File: src/rtl/tmr_rf_pkg.sv
package tmr_rf_pkg;

    // Word indices with fixed meaning
    localparam int CTRL_IDX = 0;
    localparam int BCTL_IDX = 18;
    localparam int WIN_IDX  = 19;
    // Registers at or above this index have no plain storage
    localparam int NREG     = 18;
    // Bit position of the burst length field in the burst control word
    localparam int LEN_LSB  = 8;

    typedef enum logic [0:0] {
        ST_IDLE = 1'b0,
        ST_REQ  = 1'b1
    } win_state_e;

    // Implemented-bit mask of each plain register; zero marks a hole
    function automatic logic [31:0] reg_mask(input int idx);
        logic [31:0] m;
        unique case (idx)
            0:                  m = 32'h0000_03FF;
            1:                  m = 32'h0000_00F8;
            2:                  m = 32'h0000_FFF7;
            3:                  m = 32'h0000_5F5F;
            4:                  m = 32'h0000_1E5F;
            6, 7:               m = 32'h0000_FFFF;
            8:                  m = 32'h0000_3333;
            9, 11, 13, 14, 15, 16: m = 32'hFFFF_FFFF;
            10:                 m = 32'h0000_FFFF;
            default:            m = 32'h0000_0000;
        endcase
        return m;
    endfunction

endpackage

File: src/rtl/tmr_reg_store.sv
module tmr_reg_store
    import tmr_rf_pkg::*;
#(
    parameter int DATA_W = 32,
    parameter int TIDX_W = 6
) (
    input  logic              clk,
    input  logic              rst_n,
    input  logic              wr_en,
    input  logic [TIDX_W-1:0] wr_idx,
    input  logic [DATA_W-1:0] wr_data,
    input  logic [TIDX_W-1:0] rd_idx,
    output logic [DATA_W-1:0] rd_data
);

    localparam int SEL_W = $clog2(NREG);

    logic [DATA_W-1:0] q [NREG];

    for (genvar gi = 0; gi < NREG; gi++) begin : g_reg
        localparam logic [DATA_W-1:0] MASK = DATA_W'(reg_mask(gi));
        if (MASK == '0) begin : g_hole
            assign q[gi] = '0;
        end else begin : g_flop
            logic [DATA_W-1:0] r;
            always_ff @(posedge clk or negedge rst_n) begin
                if (!rst_n) begin
                    r <= '0;
                end else if (wr_en && wr_idx == TIDX_W'(gi)) begin
                    r <= wr_data & MASK;
                end
            end
            assign q[gi] = r;
        end
    end

    always_comb begin
        rd_data = '0;
        if (rd_idx < TIDX_W'(NREG)) begin
            rd_data = q[rd_idx[SEL_W-1:0]];
        end
    end

endmodule

File: src/rtl/tmr_win_ptr.sv
module tmr_win_ptr
    import tmr_rf_pkg::*;
#(
    parameter int DATA_W = 32,
    parameter int FLD_W  = 5,
    parameter int TIDX_W = FLD_W + 1
) (
    input  logic              clk,
    input  logic              rst_n,
    input  logic              bctl_wr,
    input  logic [DATA_W-1:0] bctl_wdata,
    input  logic              win_acc,
    input  logic              update_evt,
    output logic [TIDX_W-1:0] tgt_idx,
    output logic [DATA_W-1:0] bctl_rd,
    output logic              dma_req
);

    win_state_e        state, state_nx;
    logic [FLD_W-1:0]  base_q, len_q, cnt_q;
    logic              wrap;

    assign wrap = win_acc && (cnt_q == len_q);

    // Next-state logic: BCTL_WR > ADVANCE/WRAP > UPDATE
    always_comb begin
        state_nx = state;
        unique case (state)
            ST_IDLE: begin
                if (bctl_wr)         state_nx = ST_IDLE;
                else if (win_acc)    state_nx = wrap ? ST_IDLE : ST_REQ;
                else if (update_evt) state_nx = ST_REQ;
            end
            ST_REQ: begin
                if (bctl_wr)         state_nx = ST_IDLE;
                else if (win_acc)    state_nx = wrap ? ST_IDLE : ST_REQ;
            end
            default:                 state_nx = ST_IDLE;
        endcase
    end

    // State register
    always_ff @(posedge clk or negedge rst_n) begin
        if (!rst_n) state <= ST_IDLE;
        else        state <= state_nx;
    end

    // Outputs
    always_comb begin
        dma_req = (state == ST_REQ);
    end

    // Burst configuration and pointer
    always_ff @(posedge clk or negedge rst_n) begin
        if (!rst_n) begin
            base_q <= '0;
            len_q  <= '0;
            cnt_q  <= '0;
        end else if (bctl_wr) begin
            base_q <= bctl_wdata[FLD_W-1:0];
            len_q  <= bctl_wdata[LEN_LSB +: FLD_W];
            cnt_q  <= '0;
        end else if (win_acc) begin
            cnt_q  <= wrap ? '0 : cnt_q + 1'b1;
        end
    end

    assign tgt_idx = TIDX_W'(base_q) + TIDX_W'(cnt_q);

    always_comb begin
        bctl_rd = '0;
        bctl_rd[FLD_W-1:0]         = base_q;
        bctl_rd[LEN_LSB +: FLD_W]  = len_q;
    end


    bctl_clr_chk: assert property (@(posedge clk) disable iff (!rst_n)
        bctl_wr |=> (cnt_q == '0 && !dma_req));


    advance_req_chk: assert property (@(posedge clk) disable iff (!rst_n)
        (win_acc && !bctl_wr && cnt_q != len_q) |=> dma_req);


    wrap_chk: assert property (@(posedge clk) disable iff (!rst_n)
        (win_acc && !bctl_wr && cnt_q == len_q) |=> (cnt_q == '0 && !dma_req));


    step_chk: assert property (@(posedge clk) disable iff (!rst_n)
        (win_acc && !bctl_wr && cnt_q != len_q) |=> cnt_q == FLD_W'($past(cnt_q) + 1'b1));


    req_hold_chk: assert property (@(posedge clk) disable iff (!rst_n)
        (dma_req && !win_acc && !bctl_wr) |=> dma_req);


    update_req_chk: assert property (@(posedge clk) disable iff (!rst_n)
        (update_evt && !win_acc && !bctl_wr) |=> dma_req);

endmodule

File: src/rtl/tmr_regfile_dma.sv
module tmr_regfile_dma
    import tmr_rf_pkg::*;
#(
    parameter int DATA_W = 32,
    parameter int ADDR_W = 5,
    parameter int FLD_W  = 5
) (
    input  logic              clk,
    input  logic              rst_n,
    input  logic              bus_sel,
    input  logic              bus_wr,
    input  logic [ADDR_W-1:0] bus_addr,
    input  logic [DATA_W-1:0] bus_wdata,
    output logic [DATA_W-1:0] bus_rdata,
    input  logic              update_evt,
    output logic              dma_req
);

    localparam int TIDX_W = FLD_W + 1;

    logic              at_win, at_bctl;
    logic              win_acc, bctl_wr, rd_acc;
    logic [TIDX_W-1:0] win_tgt, tgt_idx;
    logic [DATA_W-1:0] st_rd, bctl_rd, rd_val;

    assign at_win  = (bus_addr == ADDR_W'(WIN_IDX));
    assign at_bctl = (bus_addr == ADDR_W'(BCTL_IDX));
    assign win_acc = bus_sel && at_win;
    assign bctl_wr = bus_sel && bus_wr && at_bctl;
    assign rd_acc  = bus_sel && !bus_wr;
    assign tgt_idx = at_win ? win_tgt : TIDX_W'(bus_addr);

    tmr_win_ptr #(
        .DATA_W (DATA_W),
        .FLD_W  (FLD_W),
        .TIDX_W (TIDX_W)
    ) u_ptr (
        .clk        (clk),
        .rst_n      (rst_n),
        .bctl_wr    (bctl_wr),
        .bctl_wdata (bus_wdata),
        .win_acc    (win_acc),
        .update_evt (update_evt),
        .tgt_idx    (win_tgt),
        .bctl_rd    (bctl_rd),
        .dma_req    (dma_req)
    );

    tmr_reg_store #(
        .DATA_W (DATA_W),
        .TIDX_W (TIDX_W)
    ) u_store (
        .clk     (clk),
        .rst_n   (rst_n),
        .wr_en   (bus_sel && bus_wr),
        .wr_idx  (tgt_idx),
        .wr_data (bus_wdata),
        .rd_idx  (tgt_idx),
        .rd_data (st_rd)
    );

    assign rd_val = at_bctl ? bctl_rd : st_rd;

    always_ff @(posedge clk or negedge rst_n) begin
        if (!rst_n)      bus_rdata <= '0;
        else if (rd_acc) bus_rdata <= rd_val;
    end


    hole_rd_chk: assert property (@(posedge clk) disable iff (!rst_n)
        (rd_acc && bus_addr > ADDR_W'(WIN_IDX)) |=> bus_rdata == '0);


    rd_hold_chk: assert property (@(posedge clk) disable iff (!rst_n)
        !rd_acc |=> $stable(bus_rdata));

endmodule

File: config.mk
export PLATFORM = sky130hd
export DESIGN_NAME = tmr_regfile_dma
export DESIGN_NICKNAME = d
export VERILOG_FILES = /design/src/rtl/tmr_rf_pkg.sv /design/src/rtl/tmr_reg_store.sv /design/src/rtl/tmr_win_ptr.sv /design/src/rtl/tmr_regfile_dma.sv
export SDC_FILE = /design/constraint.sdc
export NUM_CORES = 1
export LEC_CHECK = 0
export ABC_AREA = 0
export BUFFER_PORTS_ARGS = -buffer_cell sky130_fd_sc_hd__buf_2
export CAP_MARGIN = 0
export CORE_AREA = 2 2 165 167
export CTS_CLUSTER_SIZE = 12
export DETAILED_ROUTE_END_ITERATION = 16
export DIE_AREA = 0 0 167 169
export PLACE_DENSITY = 0.85
export SLEW_MARGIN = 20
export SYNTH_ARGS = -nofsm -noshare
export SYNTH_HDL_FRONTEND = slang
export SYNTH_SLANG_ARGS = --single-unit
File: constraint.sdc
create_clock -name clk -period 4.8 [get_ports clk]
set_input_delay 1.2 -clock clk [delete_from_list [all_inputs] [get_ports clk]]
set_output_delay 1.2 -clock clk [all_outputs]
set_load 0.05 [all_outputs]
==> results of run 1 <==
## layout by cell type, fill, tap and decap left out, types with 4 or more instances in the layout
master / n
dfrtp_1: 348
mux2_2: 334
nand2_1: 82
buf_2: 73
buf_4: 48
mux2i_1: 46
a21oi_1: 42
o21ai_0: 40
a22oi_1: 38
clkbuf_16: 37
nand3_1: 25
o22ai_1: 21
a221oi_1: 21
nor2_1: 18
nor3_1: 12
mux2_1: 12
and3_1: 10
clkbuf_1: 8
a211o_1: 7
a211oi_1: 7
a31oi_1: 6
nor4_4: 6
ha_1: 6
o211ai_1: 5
xor2_1: 5
nand4_1: 4
clkbuf_8: 4
buf_12: 4
## area by class of cell
cell class	count	area share, %
sequential	348	48.3
timing repair buffer	126	4.55
inverter	3	0.0625
clock inverter	4	0.167
tap	341	2.37
multi-input combinational	802	38.9
clock buffer	49	5.61
## worst max-delay path, stage by stage, from the launching register on
cell and delay [ns]:
dfrtp_1 0.47, ha_1 0.25, fa_1 0.43, or4b_2 0.76, o21ai_2 0.36, buf_4 0.41
nor2_1 0.19, a221oi_1 0.55, a211oi_1 0.20, nor3_1 0.21
## per-stage QoR
stage / util, % / hold WS [ns] / setup slack [ns] / cells / area, µm²
6_report: 68.0 / 0.466 / 0.876 / 1673 / 18000
4_1_cts: 68.0 / 0.467 / 0.966 / 1673 / 18000
3_3_place_gp: 64.1 / 0.447 / 0.715 / 1620 / 17000
3_5_place_dp: 64.1 / 0.450 / 0.668 / 1620 / 17000
2_1_floorplan: - / 0.452 / 1.11 / 1241 / 16100
5_1_grt: 68.0 / 0.491 / 0.808 / 1673 / 18000
## routing by layer
metal / up-vias / part of all wire, %
li1: 4728 / -
met1: 5677 / 42
met2: 498 / 47
met3: 110 / 8.4
met4: 0 / 2.8
met5: - / 0
## cell families after synthesis
family	Yosys count	synth area share, %
buffers and inverters	91	2.70
AOI/OAI and AO/OA	218	9.12
xor gates and xnor gates	8	0.435
and+or+nand+nor	176	5.86
DFF	348	54.1
muxes	393	27.2
adders and majority gates	7	0.591
## how the worst max path moves through the flow
stage	startpoint	slack, ns	endpoint
6_report	u_ptr.cnt_q[0]$_DFFE_PN0P_	0.88	bus_rdata[4]$_DFFE_PN0P_
2_1_floorplan	bus_addr[0]	1.11	u_store.g_reg[6].g_flop.r[10]$_DFFE_PN0P_
3_3_place_gp	bus_addr[3]	0.72	u_store.g_reg[8].g_flop.r[12]$_DFFE_PN0P_
5_1_grt	u_ptr.cnt_q[0]$_DFFE_PN0P_	0.81	bus_rdata[4]$_DFFE_PN0P_
3_5_place_dp	bus_addr[3]	0.67	u_store.g_reg[8].g_flop.r[4]$_DFFE_PN0P_
4_1_cts	u_ptr.cnt_q[0]$_DFFE_PN0P_	0.97	bus_rdata[6]$_DFFE_PN0P_
## where the power goes
part / leakage, nW / internal (mW) / switching, mW / total, mW
sequential: 4.62 / 3.33 / 0.230 / 3.56
clock: 0.507 / 1.46 / 1.09 / 2.55
combinational: 3.37 / 0.488 / 0.568 / 1.06
## state kept, by name, summed over array words and instances (netlist names)
register,cells
u_ptr.cnt_q,5
bus_rdata,32
u_ptr.dma_req,1
u_store.g.g_flop.r,300
u_ptr.len_q,5
u_ptr.base_q,5
==> impl_metrics.csv, run 1 <==
group,metric,value,unit
run,maxCapViolations,0,
floorplanning,floorplan.initialDensity,60.8,%
timing,relSlewSlack,39.1,%
timing,worst_pin_slew,0.913,ns
setup_path,r2r_start,"u_ptr.cnt_q[0]$_DFFE_PN0P_",
detailed_routing,first_pass_iters,6,
setup_path,r2r_end,"bus_rdata[4]$_DFFE_PN0P_",
synthesis,synth_edf_count,0,
timing,setup_viol,0,
synthesis,synth_common_cells,"dfrtp_1, mux2_2, nand2_1",
cells_and_area,area_growth,12.0,%
run_status,outcome,"complete, no violations",
detailed_routing,routed_wirelength,40100,µm
cells_and_area,n_antenna_cell,0,
detailed_routing,drc_errors,0,
setup_path,arrival,4.35,ns
grt,use_met3,6.97,%
setup_path,critPathLaunchType,"register",
grt,grt_use_met1,39.3,%
synthesis,synth_area_leaders,"dfrtp_1, mux2_2, mux2i_1",
floorplanning,core,0.0265,mm²
place,place.gp.congestion,0.888,
timing,timing.final.crit_period,3.92,ns
synthesis,netlist_instances,1241,
clock_tree,cts_sinks,348,
cells_and_area,multiInputGateArea,0.00702,mm²
setup_path,rrSetupSlack,0.88,ns
synthesis,yosys_warnings,0,
cells_and_area,regArea,0.00871,mm²
clock_tree,cts_hold_buffers,0,
clock_tree,cts_setup_buffers,0,
synthesis,synth_top_area_share,54.1,%
power_and_ir_drop,finalPower,7.17,mW
timing,setup_tns,0,ns
place,port_buffers,74,
timing,rsz0062_at_grt,"no",
grt,overflow,0,
grt,top_usage_layer,"met2",
clock_tree,numCtsBuffers,36,
grt,grt_pass1_vias,11369,
synthesis,syn-num-nets,1290,
synthesis,ys_seq_area_share,54.1,%
timing,hold_violations,0,
setup_path,end_kind,"register",
synthesis,synthDistinctLibCells,62,
detailed_routing,drt_iter0_drc,1115,
setup_path,crit_fanout,29,
timing,post-route-period-util,81.7,%
detailed_routing,ant_nets,0,
synthesis,async_reset_ff_share,100,%
setup_path,reg2regPathDepth,9,
floorplanning,placementRows,60,
synthesis,synth-seq-cells,348,
place,dpl.hpwl,24700,µm
power_and_ir_drop,p_leak,8.49,nW
grt,track_usage,28.7,%
synthesis,yosys_most_used_dff,"dfrtp_1",
floorplanning,die_w,167,µm
grt,grt_pass1_wl,63600,µm
power_and_ir_drop,vdd_drop_max,0.000295,V
detailed_routing,wl_per_cell,24.0,µm
timing,finClkSkew,0.0172,ns
synthesis,synth_largest_area_cell,"dfrtp_1",
worst_hold_path,min_from,"bus_rdata[28]$_DFFE_PN0P_",
clock_tree,cts_resized,0,
floorplanning,die_y,169,µm
worst_hold_path,min_path_cells,2,
timing,final_max_slew_viol_count,0,
grt,antenna_found_initial,0,
clock_tree,cts-root-buf,"clkbuf_16",
worst_hold_path,hold_end,"bus_rdata[28]$_DFFE_PN0P_",
clock_tree,cts_tree,"done",
detailed_routing,viasPerCell,6.58,
setup_path,worstSetupPathType,"register to register",
power_and_ir_drop,powerDensity,398,mW/mm²
clock_tree,clkLatencyLatePin,0.52,ns
floorplanning,io_pins,75,
synthesis,netlist_area,0.0161,mm²
detailed_routing,via_count,11013,
grt,grt_start_max_net_pins,119,
floorplanning,die_area,0.0282,mm²
synthesis,avgSynthCellArea,13.0,µm²
clock_tree,clockBufferDepth,3,
setup_path,cp.required,5.23,ns
cells_and_area,layout-drive-gt1-share,40.1,%
worst_hold_path,hold_class,"register to register",
grt,grt_use_met2,45.1,%
timing,max_freq,255,MHz
synthesis,synth.most_common_cell,"dfrtp_1",
clock_tree,path_clk_slew,0.06,ns
cells_and_area,nets,1366,
cells_and_area,fillers,1800,
clock_tree,htree_levels,2,
No activity file was read; power rests on OpenSTA's default activity.
==> run 2, diff against run 1 <==
- clock period: 4.8 -> 3.8 ns (I/O delays scaled with it)
==> impl_metrics.csv, run 2 (synthesized netlist as in run 1, its figures left out) <==
group,metric,value,unit
clock_tree,clockBufferDepth,3,
detailed_routing,via_count,11264,
clock_tree,cts-root-buf,"clkbuf_16",
cells_and_area,final_common_cell,"dfrtp_1",
clock_tree,cts_tree,"done",
cells_and_area,nets,1376,
grt,track_usage,29.6,%
place,dpl.hpwl,25500,µm
cells_and_area,reg_top3,"u_store.g.g_flop.r x300, bus_rdata x32",
clock_tree,path_clk_slew,0.06,ns
power_and_ir_drop,vdd_drop_max,0.000417,V
floorplanning,floorplan.initialDensity,60.8,%
timing,setup_tns,0,ns
setup_path,worstSetupPathType,"register to register",
setup_path,r2r_start,"u_ptr.cnt_q[0]$_DFFE_PN0P_",
clock_tree,htree_levels,2,
power_and_ir_drop,powerDensity,514,mW/mm²
setup_path,cp_top_family,"compound AO/OA/AOI/OAI gates",
floorplanning,die_w,167,µm
setup_path,critPathLaunchType,"register",
floorplanning,core,0.0265,mm²
timing,worst_pin_slew,0.942,ns
setup_path,end_kind,"register",
timing,hold_violations,0,
run,maxCapViolations,0,
clock_tree,clkLatencyLatePin,0.52,ns
cells_and_area,largest_reg_flops,300,
cells_and_area,final_cell_mix,"dfrtp_1, mux2_2, nand2_1",
floorplanning,io_pins,75,
detailed_routing,ant_nets,0,
setup_path,worstSetupStartpoint,"u_ptr.cnt_q[0]$_DFFE_PN0P_",
timing,post-route-period-util,96.4,%
cells_and_area,instances_no_fill,1690,
clock_tree,numCtsBuffers,37,
grt,antenna_found_initial,0,
timing,relSlewSlack,36.7,%
detailed_routing,wl_per_cell,24.4,µm
floorplanning,placementRows,60,
grt,grt_pass1_wl,66600,µm
detailed_routing,routed_wirelength,41200,µm
cells_and_area,n_antenna_cell,0,
place,dp.cells,1629,
cells_and_area,layout-drive-gt1-share,40.8,%
setup_path,critPathBufInv,1,
timing,rsz0062_at_grt,"no",
setup_path,critPathMaxStageDelay,0.77,ns
cells_and_area,area_growth,14.3,%
timing,fin_hold_ws,0.252,ns
timing,setup_viol,0,
grt,grt_start_max_net_pins,103,
worst_hold_path,hold_class,"input pin to async pin",
floorplanning,die_y,169,µm
cells_and_area,fillers,1736,
clock_tree,cts_sinks,348,
run_status,outcome,"complete, no violations",
setup_path,path_cells,"ha_1 > fa_1 > or4b_2 > o21a_2 > buf_12 > nand2_1 > o22ai_1 > a311o_1 > a32o_1 > a221o_1",
cells_and_area,regMostFlops,"u_store.g.g_flop.r",
setup_path,cp_slowest_cell,"or4b_2",
detailed_routing,drc_errors,0,
setup_path,arrival,4.07,ns
timing,setup_ws,0.137,ns
clock_tree,cts_setup_buffers,0,
timing,final_max_slew_viol_count,0,
detailed_routing,drt_iter0_drc,1185,
place,place.gp.congestion,0.885,
setup_path,crit_fanout,68,
cells_and_area,fin_util,69.5,%
detailed_routing,viasPerCell,6.67,
place,place_ws,0.0973,ns
floorplanning,die_area,0.0282,mm²
grt,overflow,0,
power_and_ir_drop,p_leak,8.66,nW
timing,timing.final.crit_period,3.66,ns
place,port_buffers,74,
detailed_routing,first_pass_iters,5,
setup_path,cp.required,4.21,ns
grt,grt_pass1_vias,12072,
timing,max_freq,273,MHz
timing,finClkSkew,0.0112,ns
## run 2: layout make-up
cell class	count	area (µm²)	share of cell area [%]
tap	341	427	2.32
inverter	3	11.3	0.0612
multi-input combinational	802	7020	38.2
timing repair buffer	135	1030	5.59
sequential	348	8710	47.3
clock buffer	58	1140	6.18
clock inverter	3	68.8	0.374
## run 2: routing by layer
layer / routed length [µm] / share of wire (%) / up-vias / GRT usage [%]
met1: 16800 / 41 / 5830 / 40.5
met4: 1340 / 3.3 / 0 / 11.8
li1: - / - / 4746 / -
met3: 3200 / 7.8 / 120 / 4.89
met2: 19900 / 48 / 568 / 48.0
met5: 0 / 0 / - / 0
## run 2: power breakdown
part           internal [mW]  leakage, nW  switching (mW)
sequential              4.21         4.62           0.297
combinational          0.630         3.45           0.730
clock                   2.18        0.590            1.42
total                   7.02         8.66            2.45
## run 2: stage by stage
step	cell area [µm²]	power, mW
after detailed placement	17200	5.89
after global routing	18400	9.80
after CTS	18400	9.49
final	18400	9.47
after global placement	17200	5.79
after floorplan	16100	5.41
## run 2: worst paths after layout
check / slack (ns) / to / cells past startpoint
worst max-delay path: 0.14 / bus_rdata[6]$_DFFE_PN0P_ / 10
worst min-delay path: 0.25 / u_store.g_reg[7].g_flop.r[7]$_DFFE_PN0P_ / 1
worst max register to register: 0.14 / bus_rdata[6]$_DFFE_PN0P_ / 10
worst min register to register: 0.46 / bus_rdata[26]$_DFFE_PN0P_ / 2
max in group asynchronous: 2.43 / bus_rdata[20]$_DFFE_PN0P_ / 2
min in group clk: 0.46 / bus_rdata[26]$_DFFE_PN0P_ / 2
## run 2: repair_timing
action | CTS | global route
hold buffers | 0 | 0
endpoints found under the hold margin | 0 | 0
resized for setup | 0 | 2
setup endpoints to repair | 0 | 4
==> run 3, diff against run 2 <==
- PLACE_DENSITY: 0.85 -> 0.75
==> impl_metrics.csv, run 3 (synthesized netlist as in run 1, its figures left out) <==
group,metric,value,unit
power_and_ir_drop,switching_power,2.43,mW
power_and_ir_drop,finalPower,9.27,mW
setup_path,critPathMaxStageDelay,0.76,ns
worst_hold_path,hold_class,"input pin to async pin",
floorplanning,core,0.0265,mm²
grt,grt_pass1_vias,11348,
setup_path,path_common_cell,"a221oi_1",
place,port_buffers,74,
timing,relSlewSlack,46.4,%
detailed_routing,viasPerCell,6.47,
floorplanning,io_pins,75,
power_and_ir_drop,p_leak,8.68,nW
power_and_ir_drop,p_comb_share,14.5,%
floorplanning,placementRows,60,
grt,grt_start_max_net_pins,95,
detailed_routing,routed_wirelength,40700,µm
clock_tree,numCtsBuffers,37,
setup_path,cp_top_family,"compound AO/OA/AOI/OAI gates",
timing,max_freq,274,MHz
timing,worst_pin_slew,0.804,ns
grt,grt_pass1_wl,64200,µm
detailed_routing,ant_nets,0,
cells_and_area,final_common_cell,"dfrtp_1",
cells_and_area,area_growth,14.3,%
power_and_ir_drop,seq_power_share,48.5,%
setup_path,end_kind,"register",
floorplanning,die_w,167,µm
timing,setup_viol,0,
place,place_ws,0.151,ns
clock_tree,htree_levels,2,
setup_path,arrival,4.05,ns
timing,post-route-period-util,96.0,%
power_and_ir_drop,clkPwrFrac,37.0,%
cells_and_area,final_cell_mix,"dfrtp_1, mux2_2, nand2_1",
cells_and_area,reg_top3,"u_store.g.g_flop.r x300, bus_rdata x32",
timing,timing.final.crit_period,3.65,ns
setup_path,worstSetupPathType,"register to register",
setup_path,cp_slowest_cell,"or4b_2",
grt,overflow,0,
setup_path,path_cells,"ha_1 > fa_1 > or4b_2 > o21a_4 > buf_4 > a221oi_1 > a221oi_1 > a211oi_1 > nor3_1",
power_and_ir_drop,vdd_drop_max,0.000430,V
floorplanning,die_y,169,µm
setup_path,critPathBufInv,1,
detailed_routing,first_pass_iters,6,
detailed_routing,drt_iter0_drc,1064,
power_and_ir_drop,p_sw_share,26.2,%
cells_and_area,fillers,1878,
cells_and_area,layout-drive-gt1-share,41.3,%
grt,track_usage,29.0,%
detailed_routing,wl_per_cell,23.9,µm
setup_path,cp.required,4.20,ns
cells_and_area,n_antenna_cell,0,
cells_and_area,nets,1386,
timing,finClkSkew,0.0191,ns
detailed_routing,via_count,11008,
cells_and_area,regArea,0.00871,mm²
cells_and_area,regMostFlops,"u_store.g.g_flop.r",
setup_path,critPathLaunchType,"register",
setup_path,crit_fanout,15,
power_and_ir_drop,powerDensity,504,mW/mm²
clock_tree,clkLatencyLatePin,0.54,ns
timing,rsz0062_at_grt,"no",
clock_tree,cts_resized,0,
place,place.gp.congestion,0.927,
floorplanning,floorplan.initialDensity,60.8,%
cells_and_area,multiInputGateArea,0.00703,mm²
timing,hold_violations,0,
timing,setup_tns,0,ns
setup_path,worstSetupStartpoint,"u_ptr.cnt_q[0]$_DFFE_PN0P_",
place,dpl.hpwl,25800,µm
clock_tree,cts_hold_buffers,0,
run_status,outcome,"complete, no violations",
detailed_routing,drc_errors,0,
setup_path,r2r_start,"u_ptr.cnt_q[0]$_DFFE_PN0P_",
grt,antenna_found_initial,0,
clock_tree,path_clk_slew,0.06,ns
clock_tree,cts-root-buf,"clkbuf_16",
clock_tree,cts_tree,"done",
timing,final_max_slew_viol_count,0,
timing,setup_ws,0.152,ns
clock_tree,cts_sinks,348,
power_and_ir_drop,p_int,6.84,mW
clock_tree,clockBufferDepth,3,
cells_and_area,largest_reg_flops,300,
run,maxCapViolations,0,
floorplanning,die_area,0.0282,mm²
clock_tree,cts_setup_buffers,0,
## run 3: cell count changes in the layout (fill, tap and decap cells not counted), moves of 2 or more
| cell | previous run | this run |
|---|---|---|
| clkinv_2 | 0 | 2 |
| clkinv_8 | 0 | 2 |
| buf_12 | 15 | 12 |
| clkbuf_16 | 39 | 37 |
| buf_4 | 45 | 59 |
| bufinv_16 | 2 | 0 |
## run 3: layout make-up
type                            count  area share (%)
Clock buffer                       57            5.99
Clock inverter                      5           0.279
Inverter                            3          0.0612
Multi-Input combinational cell    802            38.2
Sequential cell                   348            47.3
Tap cell                          341            2.32
Timing Repair Buffer              145            5.78
## run 3: worst paths after layout
check / to / slack, ns / cells after the start
worst min-delay path: u_store.g_reg[7].g_flop.r[0]$_DFFE_PN0P_ / 0.43 / 1
worst max-delay path: bus_rdata[1]$_DFFE_PN0P_ / 0.15 / 9
worst max register to register: bus_rdata[1]$_DFFE_PN0P_ / 0.15 / 9
max in group asynchronous: u_store.g_reg[10].g_flop.r[11]$_DFFE_PN0P_ / 2.42 / 2
worst min register to register: bus_rdata[28]$_DFFE_PN0P_ / 0.46 / 2
min in group clk: bus_rdata[28]$_DFFE_PN0P_ / 0.46 / 2
## run 3: power by group through the flow
stage,registers [mW],logic (mW),clock network (mW)
finish,4.49,1.35,3.43
global route,4.55,1.46,3.62
CTS,4.48,1.35,3.47
detailed placement,4.54,1.34,0
global placement,4.51,1.30,0
floorplan,4.57,0.835,0
## run 3: per-stage QoR
| step | cell area, µm² | cells | utilization, % | hold WS, ns |
|---|---|---|---|---|
| CTS | 18400 | 1701 | 69.4 | 0.464 |
| floorplan | 16100 | 1241 | - | 0.452 |
| detailed placement | 17200 | 1639 | 65.1 | 0.450 |
| global route | 18400 | 1701 | 69.4 | 0.483 |
| finish | 18400 | 1701 | 69.4 | 0.432 |
| global placement | 17200 | 1639 | 65.1 | 0.446 |
## run 3: layer usage
layer | up-vias | wire length [µm] | global-route usage (%)
li1 | 4785 | - | -
met1 | 5776 | 18100 | 42.1
met2 | 370 | 19000 | 45.2
met3 | 77 | 2670 | 4.79
met4 | 0 | 963 | 9.00
met5 | - | 0 | 0
